<file path="src/rtl/sitap_pkg.sv">
`timescale 1ns/1ps
package sitap_pkg;
    typedef enum logic [3:0] {
        ST_TLR, ST_RTI,
        ST_SEL_DR, ST_CAP_DR, ST_SH_DR, ST_EX1_DR, ST_PAU_DR, ST_EX2_DR, ST_UPD_DR,
        ST_SEL_IR, ST_CAP_IR, ST_SH_IR, ST_EX1_IR, ST_PAU_IR, ST_EX2_IR, ST_UPD_IR
    } tap_state_t;

    typedef enum logic [1:0] {
        SEL_BYPASS, SEL_EXTEST, SEL_INTEG
    } ins_sel_t;

    localparam int          IR_W        = 4;
    localparam logic [IR_W-1:0] CODE_EXTEST = 4'b0000;
    localparam logic [IR_W-1:0] CODE_INTEG  = 4'b1010;
    localparam logic [IR_W-1:0] CODE_BYPASS = 4'b1111;
    localparam logic [IR_W-1:0] IR_CAPTURE  = 4'b0001;
endpackage

</file>
<file path="src/rtl/sitap_fsm.sv">
`timescale 1ns/1ps
module sitap_fsm
    import sitap_pkg::*;
(
    input  logic       tck,
    input  logic       trst_n,
    input  logic       tms,
    output tap_state_t state,
    output logic       cap_dr,
    output logic       sh_dr,
    output logic       upd_dr,
    output logic       cap_ir,
    output logic       sh_ir,
    output logic       upd_ir,
    output logic       to_reset
);
    tap_state_t state_nx;

    always_comb begin
        unique case (state)
            ST_TLR:    state_nx = tms ? ST_TLR    : ST_RTI;
            ST_RTI:    state_nx = tms ? ST_SEL_DR : ST_RTI;
            ST_SEL_DR: state_nx = tms ? ST_SEL_IR : ST_CAP_DR;
            ST_CAP_DR: state_nx = tms ? ST_EX1_DR : ST_SH_DR;
            ST_SH_DR:  state_nx = tms ? ST_EX1_DR : ST_SH_DR;
            ST_EX1_DR: state_nx = tms ? ST_UPD_DR : ST_PAU_DR;
            ST_PAU_DR: state_nx = tms ? ST_EX2_DR : ST_PAU_DR;
            ST_EX2_DR: state_nx = tms ? ST_UPD_DR : ST_SH_DR;
            ST_UPD_DR: state_nx = tms ? ST_SEL_DR : ST_RTI;
            ST_SEL_IR: state_nx = tms ? ST_TLR    : ST_CAP_IR;
            ST_CAP_IR: state_nx = tms ? ST_EX1_IR : ST_SH_IR;
            ST_SH_IR:  state_nx = tms ? ST_EX1_IR : ST_SH_IR;
            ST_EX1_IR: state_nx = tms ? ST_UPD_IR : ST_PAU_IR;
            ST_PAU_IR: state_nx = tms ? ST_EX2_IR : ST_PAU_IR;
            ST_EX2_IR: state_nx = tms ? ST_UPD_IR : ST_SH_IR;
            ST_UPD_IR: state_nx = tms ? ST_SEL_DR : ST_RTI;
            default:   state_nx = ST_TLR;
        endcase
    end

    always_ff @(posedge tck or negedge trst_n) begin
        if (!trst_n) state <= ST_TLR;
        else         state <= state_nx;
    end

    always_comb begin
        cap_dr   = (state == ST_CAP_DR);
        sh_dr    = (state == ST_SH_DR);
        upd_dr   = (state == ST_UPD_DR);
        cap_ir   = (state == ST_CAP_IR);
        sh_ir    = (state == ST_SH_IR);
        upd_ir   = (state == ST_UPD_IR);
        to_reset = (state_nx == ST_TLR);
    end

    // Run of consecutive TMS-high edges, saturating at five (checker only)
    logic [2:0] tms_run;
    always_ff @(posedge tck or negedge trst_n) begin
        if (!trst_n)      tms_run <= 3'd0;
        else if (!tms)    tms_run <= 3'd0;
        else if (tms_run != 3'd5) tms_run <= tms_run + 3'd1;
    end

    assert_five_tms_reset_R2: assert property (@(posedge tck) disable iff (!trst_n)
        (tms_run == 3'd5) |-> (state == ST_TLR));

    assert_update_exit_R3: assert property (@(posedge tck) disable iff (!trst_n)
        (state == ST_UPD_DR || state == ST_UPD_IR) |=> (state == ST_RTI || state == ST_SEL_DR));
endmodule

</file>
<file path="src/rtl/sitap_ir.sv">
`timescale 1ns/1ps
module sitap_ir
    import sitap_pkg::*;
(
    input  logic     tck,
    input  logic     trst_n,
    input  logic     tdi,
    input  logic     cap_ir,
    input  logic     sh_ir,
    input  logic     upd_ir,
    input  logic     to_reset,
    output logic     ir_tdo,
    output ins_sel_t sel,
    output logic     integrity_mode
);
    logic [IR_W-1:0] ir_sr;
    logic [IR_W-1:0] ir_cur;

    always_ff @(posedge tck or negedge trst_n) begin
        if (!trst_n)     ir_sr <= IR_CAPTURE;
        else if (cap_ir) ir_sr <= IR_CAPTURE;
        else if (sh_ir)  ir_sr <= {tdi, ir_sr[IR_W-1:1]};
    end

    always_ff @(posedge tck or negedge trst_n) begin
        if (!trst_n)       ir_cur <= CODE_BYPASS;
        else if (to_reset) ir_cur <= CODE_BYPASS;
        else if (upd_ir)   ir_cur <= ir_sr;
    end

    always_comb begin
        unique case (ir_cur)
            CODE_EXTEST: sel = SEL_EXTEST;
            CODE_INTEG:  sel = SEL_INTEG;
            default:     sel = SEL_BYPASS;
        endcase
    end

    assign integrity_mode = (sel == SEL_INTEG);
    assign ir_tdo         = ir_sr[0];

    assert_mode_change_R5: assert property (@(posedge tck) disable iff (!trst_n)
        !$stable(integrity_mode) |-> ($past(upd_ir) || $past(to_reset)));
endmodule

</file>
<file path="src/rtl/sitap_bcell.sv">
`timescale 1ns/1ps
module sitap_bcell #(
    parameter bit OBSERVE = 1'b0
) (
    input  logic tck,
    input  logic trst_n,
    input  logic cap,
    input  logic shift,
    input  logic upd,
    input  logic drive,
    input  logic integrity_mode,
    input  logic ser_in,
    input  logic par_in,
    input  logic viol,
    output logic ser_out,
    output logic par_out
);
    logic sr_q;
    logic upd_q;
    logic cap_val;

    generate
        if (OBSERVE) begin : g_obs
            logic flag_q;
            always_ff @(posedge tck or negedge trst_n) begin
                if (!trst_n) flag_q <= 1'b0;
                else         flag_q <= viol | (flag_q & ~(cap & integrity_mode));
            end
            assign cap_val = integrity_mode ? flag_q : par_in;

            assert_flag_clear_R9: assert property (@(posedge tck) disable iff (!trst_n)
                (cap && integrity_mode && !viol) |=> !flag_q);
            assert_flag_capture_R8: assert property (@(posedge tck) disable iff (!trst_n)
                (cap && integrity_mode) |=> (ser_out == $past(flag_q)));
        end else begin : g_std
            logic unused_ok;
            assign unused_ok = viol ^ integrity_mode;
            assign cap_val   = par_in;
        end
    endgenerate

    always_ff @(posedge tck or negedge trst_n) begin
        if (!trst_n)    sr_q <= 1'b0;
        else if (cap)   sr_q <= cap_val;
        else if (shift) sr_q <= ser_in;
    end

    always_ff @(posedge tck or negedge trst_n) begin
        if (!trst_n)  upd_q <= 1'b0;
        else if (upd) upd_q <= sr_q;
    end

    assign ser_out = sr_q;
    assign par_out = drive ? upd_q : par_in;

    assert_update_copy_R12: assert property (@(posedge tck) disable iff (!trst_n)
        upd |=> (upd_q == $past(sr_q)));
endmodule

</file>
<file path="src/rtl/sitap_top.sv">
`timescale 1ns/1ps
module sitap_top
    import sitap_pkg::*;
#(
    parameter int N_OUT = 2,
    parameter int N_IN  = 2
) (
    input  logic             tck,
    input  logic             trst_n,
    input  logic             tms,
    input  logic             tdi,
    output logic             tdo,
    output logic             tdo_en,
    input  logic [N_OUT-1:0] core_out,
    output logic [N_OUT-1:0] pad_out,
    input  logic [N_IN-1:0]  pad_in,
    output logic [N_IN-1:0]  core_in,
    input  logic [N_IN-1:0]  viol,
    output logic             integrity_mode
);
    localparam int CHAIN_L = N_OUT + N_IN;

    tap_state_t state;
    logic cap_dr, sh_dr, upd_dr, cap_ir, sh_ir, upd_ir, to_reset;
    logic ir_tdo;
    ins_sel_t sel;
    logic chain_sel;
    logic byp_q;

    sitap_fsm u_fsm (
        .tck(tck), .trst_n(trst_n), .tms(tms), .state(state),
        .cap_dr(cap_dr), .sh_dr(sh_dr), .upd_dr(upd_dr),
        .cap_ir(cap_ir), .sh_ir(sh_ir), .upd_ir(upd_ir), .to_reset(to_reset)
    );

    sitap_ir u_ir (
        .tck(tck), .trst_n(trst_n), .tdi(tdi),
        .cap_ir(cap_ir), .sh_ir(sh_ir), .upd_ir(upd_ir), .to_reset(to_reset),
        .ir_tdo(ir_tdo), .sel(sel), .integrity_mode(integrity_mode)
    );

    assign chain_sel = (sel != SEL_BYPASS);

    always_ff @(posedge tck or negedge trst_n) begin
        if (!trst_n)                    byp_q <= 1'b0;
        else if (cap_dr && !chain_sel)  byp_q <= 1'b0;
        else if (sh_dr && !chain_sel)   byp_q <= tdi;
    end

    logic [CHAIN_L:0]   ser;
    logic [CHAIN_L-1:0] par_in_all;
    logic [CHAIN_L-1:0] par_out_all;
    logic [CHAIN_L-1:0] viol_all;

    assign ser[CHAIN_L] = tdi;
    assign par_in_all   = {pad_in, core_out};
    assign viol_all     = {viol, {N_OUT{1'b0}}};
    assign pad_out      = par_out_all[N_OUT-1:0];
    assign core_in      = par_out_all[CHAIN_L-1:N_OUT];

    generate
        for (genvar i = 0; i < CHAIN_L; i++) begin : g_cell
            sitap_bcell #(.OBSERVE(i >= N_OUT)) u_cell (
                .tck(tck), .trst_n(trst_n),
                .cap(cap_dr & chain_sel), .shift(sh_dr & chain_sel), .upd(upd_dr & chain_sel),
                .drive(chain_sel), .integrity_mode(integrity_mode),
                .ser_in(ser[i+1]), .par_in(par_in_all[i]), .viol(viol_all[i]),
                .ser_out(ser[i]), .par_out(par_out_all[i])
            );
        end
    endgenerate

    always_ff @(negedge tck or negedge trst_n) begin
        if (!trst_n) begin
            tdo <= 1'b0; tdo_en <= 1'b0;
        end else if (sh_ir) begin
            tdo <= ir_tdo; tdo_en <= 1'b1;
        end else if (sh_dr) begin
            tdo <= chain_sel ? ser[0] : byp_q; tdo_en <= 1'b1;
        end else begin
            tdo <= 1'b0; tdo_en <= 1'b0;
        end
    end

    assert_tdo_en_shift_R11: assert property (@(posedge tck) disable iff (!trst_n)
        tdo_en |-> (state == ST_SH_IR || state == ST_SH_DR));
    assert_reset_state_R1: assert property (@(posedge tck) disable iff (!trst_n)
        (state == ST_TLR) |-> !integrity_mode);
    assert_bypass_pass_R6: assert property (@(posedge tck) disable iff (!trst_n)
        !chain_sel |-> (pad_out == core_out && core_in == pad_in));
endmodule

</file>
<file path="config.mk">
export PLATFORM = sky130hd
export DESIGN_NAME = sitap_top
export DESIGN_NICKNAME = d
export VERILOG_FILES = /design/src/rtl/sitap_pkg.sv /design/src/rtl/sitap_fsm.sv /design/src/rtl/sitap_ir.sv /design/src/rtl/sitap_bcell.sv /design/src/rtl/sitap_top.sv
export SDC_FILE = /design/constraint.sdc
export NUM_CORES = 1
export LEC_CHECK = 0
export BUFFER_PORTS_ARGS = -buffer_cell sky130_fd_sc_hd__buf_4
export CORE_ASPECT_RATIO = 1.4
export CORE_MARGIN = 2
export CORE_UTILIZATION = 56
export CTS_BUF_LIST = sky130_fd_sc_hd__clkbuf_2 sky130_fd_sc_hd__clkbuf_4 sky130_fd_sc_hd__clkbuf_8
export DETAILED_ROUTE_END_ITERATION = 10
export PLACE_DENSITY = 0.76
export SYNTH_ARGS = -nofsm -noshare
export SYNTH_HDL_FRONTEND = slang
export SYNTH_SLANG_ARGS = --single-unit
</file>
<file path="constraint.sdc">
create_clock -name tck -period 5.7 [get_ports tck]
set_clock_uncertainty 0.05 [all_clocks]
set_input_delay 0.57 -clock tck [delete_from_list [all_inputs] [get_ports tck]]
set_output_delay 0.57 -clock tck [all_outputs]
set_load 0.02 [all_outputs]
</file>
# Word-level counts from Yosys, hierarchy flattened
# Cells that the tools add are included.
# word_totals
latch_bits,0
ram_bits,0
input_bits,10
output_inout_bits,7
reg_bits,25
memories,0
romBits,0
word_cells,95
# classes
muxes,39
mul,0
div_mod_pow,0
n_reduce_logical,14
n_lt_le_gt_ge,0
shifts,0
eq_ne,17
n_addsub,0
n_bitwise,9
# op_table
cell,n
4-bit one-hot mux with 12 select lines,1
4-bit equality test (second input constant),9
4-bit two-way mux,8
1-bit two-way mux,24
4-bit by 3-bit equality test with 1-bit output (second input constant),4
4-bit logical NOT,3
2-bit nonzero test,5
4-bit by 2-bit equality test with 1-bit output (second input constant),2
1-bit AND,6
2-bit two-way mux,3
3-bit two-way mux,2
4-bit by 1-bit equality test with 1-bit output (second input constant),1
2-bit one-hot mux with 2 select lines,1
2-bit OR reduction,2
3-bit OR reduction,1
2-bit equality test (second input constant),1
1-bit logical AND,2
1-bit bitwise OR,2
1-bit logical NOT,1
1-bit NOT,1

# Depth between registers and ports, before layout
# logic_depth
word_depth,8
ltp_mapped,6
mapped_depth_nobuf,4

# Hierarchy
# Synthesis repeated with hierarchy kept, for this count alone.
# unflattened
cells_unflattened,129
hier_area_um2,1372.6
# modules_own_cells
module,seq_area_each_um2,cells_per_inst,area_each_um2,instances
sitap_fsm,100.1,49,391.6,1
sitap_ir,206.4,29,347.8,1
sitap_bcell (g_cell[2].u_cell ...),75.1,10,138.9,2
sitap_bcell (g_cell[0].u_cell ...),50.0,7,95.1,2
sitap_top,75.1,17,165.2,1

==> report_table.html <==
<table>
<tr><th>Metric</th><th>Value</th></tr>
<tr><th colspan="2">Critical path</th></tr>
<tr><td>Worst setup SP type</td><td>flop</td></tr>
<tr><td>Maximum net fanout on the critical path</td><td>13</td></tr>
<tr><td>Critical path class</td><td>flop to flop</td></tr>
<tr><td>Worst path buffer plus inverter count</td><td>0</td></tr>
<tr><td>Slack of the worst reg-to-reg path</td><td>1.33 ns</td></tr>
<tr><td>Cell type group with the largest total delay on the critical path</td><td>flip-flops</td></tr>
<tr><td>Critical-path cell list</td><td>xor2_1 &gt; or3_4 &gt; mux2i_1 &gt; o21ai_0</td></tr>
<tr><td>Logic depth of the worst setup path including buffers</td><td>4</td></tr>
<tr><td>Arrival @ worst endpoint</td><td>1.63 ns</td></tr>
<tr><td>R2r startpoint</td><td>u_ir.ir_cur[1]$_DFFE_PN1P_</td></tr>
<tr><td>Worst Reg2Reg Path Length in Cells</td><td>4</td></tr>
<tr><td>WP data required</td><td>2.96 ns</td></tr>
<tr><td>Largest stage delay on the critical path</td><td>0.57 ns</td></tr>
<tr><td>Slowest cell on the critical path</td><td>sky130_fd_sc_hd__dfstp_2</td></tr>
<tr><td>Capture instance of the worst register-to-register path</td><td>tdo$_DFF_NN0_</td></tr>
<tr><td>Endpoint class of the critical path</td><td>flop</td></tr>
<tr><th colspan="2">Floorplan</th></tr>
<tr><td>Die area</td><td>2787 µm²</td></tr>
<tr><td>Vertical extent of the die</td><td>61.67 µm</td></tr>
<tr><td>Floorplan row count</td><td>20</td></tr>
<tr><td>Core Footprint</td><td>2202 µm²</td></tr>
<tr><td>Boundary pin count</td><td>17</td></tr>
<tr><td>Floorplan die width</td><td>45.19 µm</td></tr>
<tr><td>Initial cell density of the core</td><td>60.40%</td></tr>
<tr><th colspan="2">Cells and area</th></tr>
<tr><td>Leading cell type in the layout, fill and taps excluded</td><td>sky130_fd_sc_hd__dfrtp_1</td></tr>
<tr><td>Signed area change from the synthesized netlist to the final layout</td><td>8.466%</td></tr>
<tr><td>Inserted Diodes</td><td>0</td></tr>
<tr><td>Fraction of layout instances using a drive strength above 1</td><td>25.36%</td></tr>
<tr><td>Most frequent cells in the layout</td><td>sky130_fd_sc_hd__dfrtp_1 (18), sky130_fd_sc_hd__nand2_1 (17), sky130_fd_sc_hd__buf_4 (16)</td></tr>
<tr><td>Final net count</td><td>149</td></tr>
<tr><td>Final design area excluding fillers</td><td>1443 µm²</td></tr>
<tr><th colspan="2">Yosys</th></tr>
<tr><td>Share of the synthesized netlist area taken by xor and xnor gates</td><td>1.317%</td></tr>
<tr><td>Synthesized area</td><td>1330 µm²</td></tr>
<tr><td>Net count after synthesis</td><td>141</td></tr>
<tr><td>Flop and latch count out of synthesis</td><td>25</td></tr>
<tr><td>Area share of fa/ha/maj cells after synthesis</td><td>0%</td></tr>
<tr><td>Cells after Synth</td><td>131</td></tr>
<tr><td>Fraction of synthesized area in multiplexers</td><td>13.92%</td></tr>
<tr><td>Unique cell type count in the Yosys netlist</td><td>34</td></tr>
<tr><td>Yosys synthesis warning count</td><td>0</td></tr>
<tr><td>Part of the Yosys area used for sequential elements</td><td>47.51%</td></tr>
<tr><td>Area fraction in and, or, nand and nor cells after synthesis</td><td>16.09%</td></tr>
<tr><td>Dominant combinational cell family by area after synthesis</td><td>simple AND/OR/NAND/NOR gates</td></tr>
<tr><td>Post-synthesis compound-gate area fraction</td><td>15.43%</td></tr>
<tr><td>Average instance area after synthesis</td><td>10.15 µm²</td></tr>
<tr><th colspan="2">Clocking</th></tr>
<tr><td>Number of setup buffers added after CTS</td><td>0</td></tr>
<tr><td>Clock tree sinks</td><td>25</td></tr>
<tr><td># H-tree levels</td><td>1</td></tr>
<tr><td>Clock tree from TritonCTS</td><td>yes</td></tr>
<tr><td>Maximum number of buffers from clock root to sink</td><td>2</td></tr>
<tr><td>Worst skew pair latency</td><td>0.32 ns</td></tr>
<tr><td>Number of buffers created by CTS</td><td>3</td></tr>
<tr><td>Clock slew at the register clock pins of the worst setup and hold paths</td><td>0.14 ns</td></tr>
<tr><td>CTS Root Cell</td><td>sky130_fd_sc_hd__clkbuf_4</td></tr>
<tr><td>Post-CTS Hold Buffers</td><td>0</td></tr>
<tr><td>Post_cts resized</td><td>0</td></tr>
<tr><th colspan="2">Placed design</th></tr>
<tr><td>Count of port buffers added during placement</td><td>16</td></tr>
<tr><td>Final HPWL from detailed placement</td><td>1797 µm</td></tr>
<tr><td>Final weighted congestion of routability-driven global placement</td><td>0.7737</td></tr>
<tr><td>DP Area</td><td>1413 µm²</td></tr>
<tr><th colspan="2">Drt</th></tr>
<tr><td>Routed vias</td><td>977</td></tr>
<tr><td>Remaining antenna violation count after routing</td><td>0</td></tr>
<tr><td>First-pass iteration count of the detailed router</td><td>4</td></tr>
<tr><td>Residual DRC</td><td>0</td></tr>
<tr><td>DRT iter0 DRCs</td><td>21</td></tr>
<tr><td>Routed wirelength normalized by instance count</td><td>15.73 µm</td></tr>
<tr><td>Via count normalized by instance count</td><td>6.106</td></tr>
<tr><td>Routed WL</td><td>2516 µm</td></tr>
<tr><th colspan="2">Power and ir drop</th></tr>
<tr><td>Leakage power figure</td><td>0.6539 nW</td></tr>
<tr><td>Maximum ir drop on the vdd rail</td><td>0.2638 mV</td></tr>
<tr><td>Power density cells</td><td>428.4 nW/µm²</td></tr>
<tr><th colspan="2">Run</th></tr>
<tr><td>Max-cap viol count</td><td>0</td></tr>
<tr><th colspan="2">Global route</th></tr>
<tr><td>Sum of overflow across all layers after global routing</td><td>0</td></tr>
<tr><td>Wire length of the first global-routing pass</td><td>3960 µm</td></tr>
<tr><td>Maximum number of pins on one net before global-route repair</td><td>26</td></tr>
<tr><td>Number of antenna violations at the first check in global routing</td><td>0</td></tr>
<tr><td>Vias in the first global route</td><td>855</td></tr>
<tr><td>Global-route usage over all layers</td><td>19.53%</td></tr>
<tr><th colspan="2">Timing</th></tr>
<tr><td>Max_slew headroom</td><td>69.73%</td></tr>
<tr><td>Setup repair after global routing missed its margin</td><td>false</td></tr>
<tr><td>Setup_tns</td><td>0 ns</td></tr>
<tr><td>Final count of hold timing violations</td><td>0</td></tr>
<tr><td>Worst-margin pin slew</td><td>0.4541 ns</td></tr>
<tr><td>Final Setup Violations</td><td>0</td></tr>
<tr><td>Total count of max-transition violations in the final report</td><td>0</td></tr>
<tr><th colspan="2">Min path</th></tr>
<tr><td>Path category of the worst min-delay check</td><td>input pin to async pin</td></tr>
<tr><th colspan="2">Run status</th></tr>
<tr><td>Status</td><td>complete, no violations</td></tr>
</table>
-- synth_stat cells --
library cell,instances,share of area [%]
sky130_fd_sc_hd__mux2i_1,8,6.0
sky130_fd_sc_hd__mux2_4,4,4.5
sky130_fd_sc_hd__buf_4,4,2.3
sky130_fd_sc_hd__nor2_1,4,1.1
sky130_fd_sc_hd__xor2_1,1,0.66
sky130_fd_sc_hd__o22a_1,6,4.0
sky130_fd_sc_hd__nor3_1,4,1.5
sky130_fd_sc_hd__a211oi_1,1,0.56
sky130_fd_sc_hd__a32o_1,1,0.75
sky130_fd_sc_hd__nor2b_1,2,0.94
sky130_fd_sc_hd__nand2b_1,3,1.4
sky130_fd_sc_hd__buf_2,1,0.38
sky130_fd_sc_hd__o211ai_1,3,1.7
sky130_fd_sc_hd__a21oi_1,8,3.0
sky130_fd_sc_hd__dfrtp_1,18,34
sky130_fd_sc_hd__nand3_1,3,1.1
sky130_fd_sc_hd__clkbuf_1,8,2.3
sky130_fd_sc_hd__nand2_1,17,4.8
sky130_fd_sc_hd__or3_1,1,0.47
sky130_fd_sc_hd__o32ai_1,1,0.66
sky130_fd_sc_hd__nand4_1,1,0.47
sky130_fd_sc_hd__inv_1,3,0.85
sky130_fd_sc_hd__dfstp_2,5,9.9
sky130_fd_sc_hd__or4_1,2,1.1
sky130_fd_sc_hd__a21o_1,2,1.1
sky130_fd_sc_hd__or4b_1,1,0.75
sky130_fd_sc_hd__or3_4,1,0.85
sky130_fd_sc_hd__and4bb_2,1,0.94
sky130_fd_sc_hd__dfrtn_1,2,3.8
sky130_fd_sc_hd__o31a_1,1,0.66
sky130_fd_sc_hd__nand3b_1,1,0.56
sky130_fd_sc_hd__xnor2_1,1,0.66
sky130_fd_sc_hd__o21ai_0,8,3.0
sky130_fd_sc_hd__mux2_2,4,3.4
-- how the worst max path moves through the flow --
stage	startpoint	slack, ns	to
global route	u_fsm.state[0]$_DFF_PN0_	1.25	tdo$_DFF_NN0_
floorplan	u_ir.ir_cur[3]$_DFFE_PN1P_	1.27	tdo$_DFF_NN0_
CTS	u_ir.ir_cur[3]$_DFFE_PN1P_	1.32	tdo$_DFF_NN0_
detailed placement	u_fsm.state[0]$_DFF_PN0_	1.37	tdo$_DFF_NN0_
finish	u_ir.ir_cur[1]$_DFFE_PN1P_	1.33	tdo$_DFF_NN0_
global placement	u_fsm.state[0]$_DFF_PN0_	1.39	tdo$_DFF_NN0_
-- stage by stage --
stage	total power [mW]	hold slack, ns	setup slack [ns]	utilization (%)	cells
after global routing	0.6596	0.08963	1.247	65.51	160
final	0.6180	0.06228	1.329	65.51	160
after global placement	0.5238	0.4116	1.388	64.15	156
after floorplan	0.4828	0.2244	1.272	-	131
after detailed placement	0.5364	0.4251	1.368	64.15	156
after CTS	0.6218	0.07301	1.323	65.51	160
-- worst register-to-register path: cells and delay by family, from the launching register on --
| family | cells | cell delay (ns) |
|---|---|---|
| AO/OA/AOI/OAI | 1 | 0.08 |
| flip-flops | 1 | 0.57 |
| multiplexers | 1 | 0.17 |
| AND/OR/NAND/NOR | 1 | 0.42 |
| XOR/XNOR | 1 | 0.07 |
-- power breakdown --
part | leakage [nW] | switching, mW | total (mW) | internal [mW]
clock | 0.0139 | 0.0565 | 0.0833 | 0.0268
sequential | 0.312 | 0.0834 | 0.329 | 0.246
combinational | 0.328 | 0.100 | 0.205 | 0.105
total | 0.654 | 0.240 | 0.618 | 0.378
-- registers in the layout, summed over array words and instances (netlist names) --
signal                      count
byp_q                           1
g_cell.u_cell.g_obs.flag_q      2
g_cell.u_cell.ser_out           4
g_cell.u_cell.upd_q             4
tdo                             1
tdo_en                          1
u_fsm.state                     4
u_ir.ir_cur                     4
u_ir.ir_sr                      4
-- final cells by class --
type,count,area (µm²)
Fill cell,185,759.5
Sequential cell,25,631.9
Multi-Input combinational cell,90,621.8
Timing Repair Buffer,16,120.1
Tap cell,22,27.53
Clock buffer,3,22.52
Inverter,3,11.26
Clock inverter,1,7.507
-- metal layers --
metal / vias up / routed length (µm) / track usage [%]
met5: - / 0 / 0
met4: 0 / 37 / 6.303
met3: 4 / 90 / 1.760
met2: 21 / 1315 / 35.10
met1: 469 / 1072 / 24.34
li1: 483 / - / -
-- cell families (layout without fill, tap and decap cells) --
kind of cell | after synthesis | in the layout
flip-flops | 25 | 25
multiplexers | 16 | 16
AND/OR/NAND/NOR | 41 | 41
AO/OA/AOI/OAI | 31 | 31
XOR/XNOR | 2 | 2
buffers and inverters | 16 | 23
No activity file was read; power rests on OpenSTA's default activity.
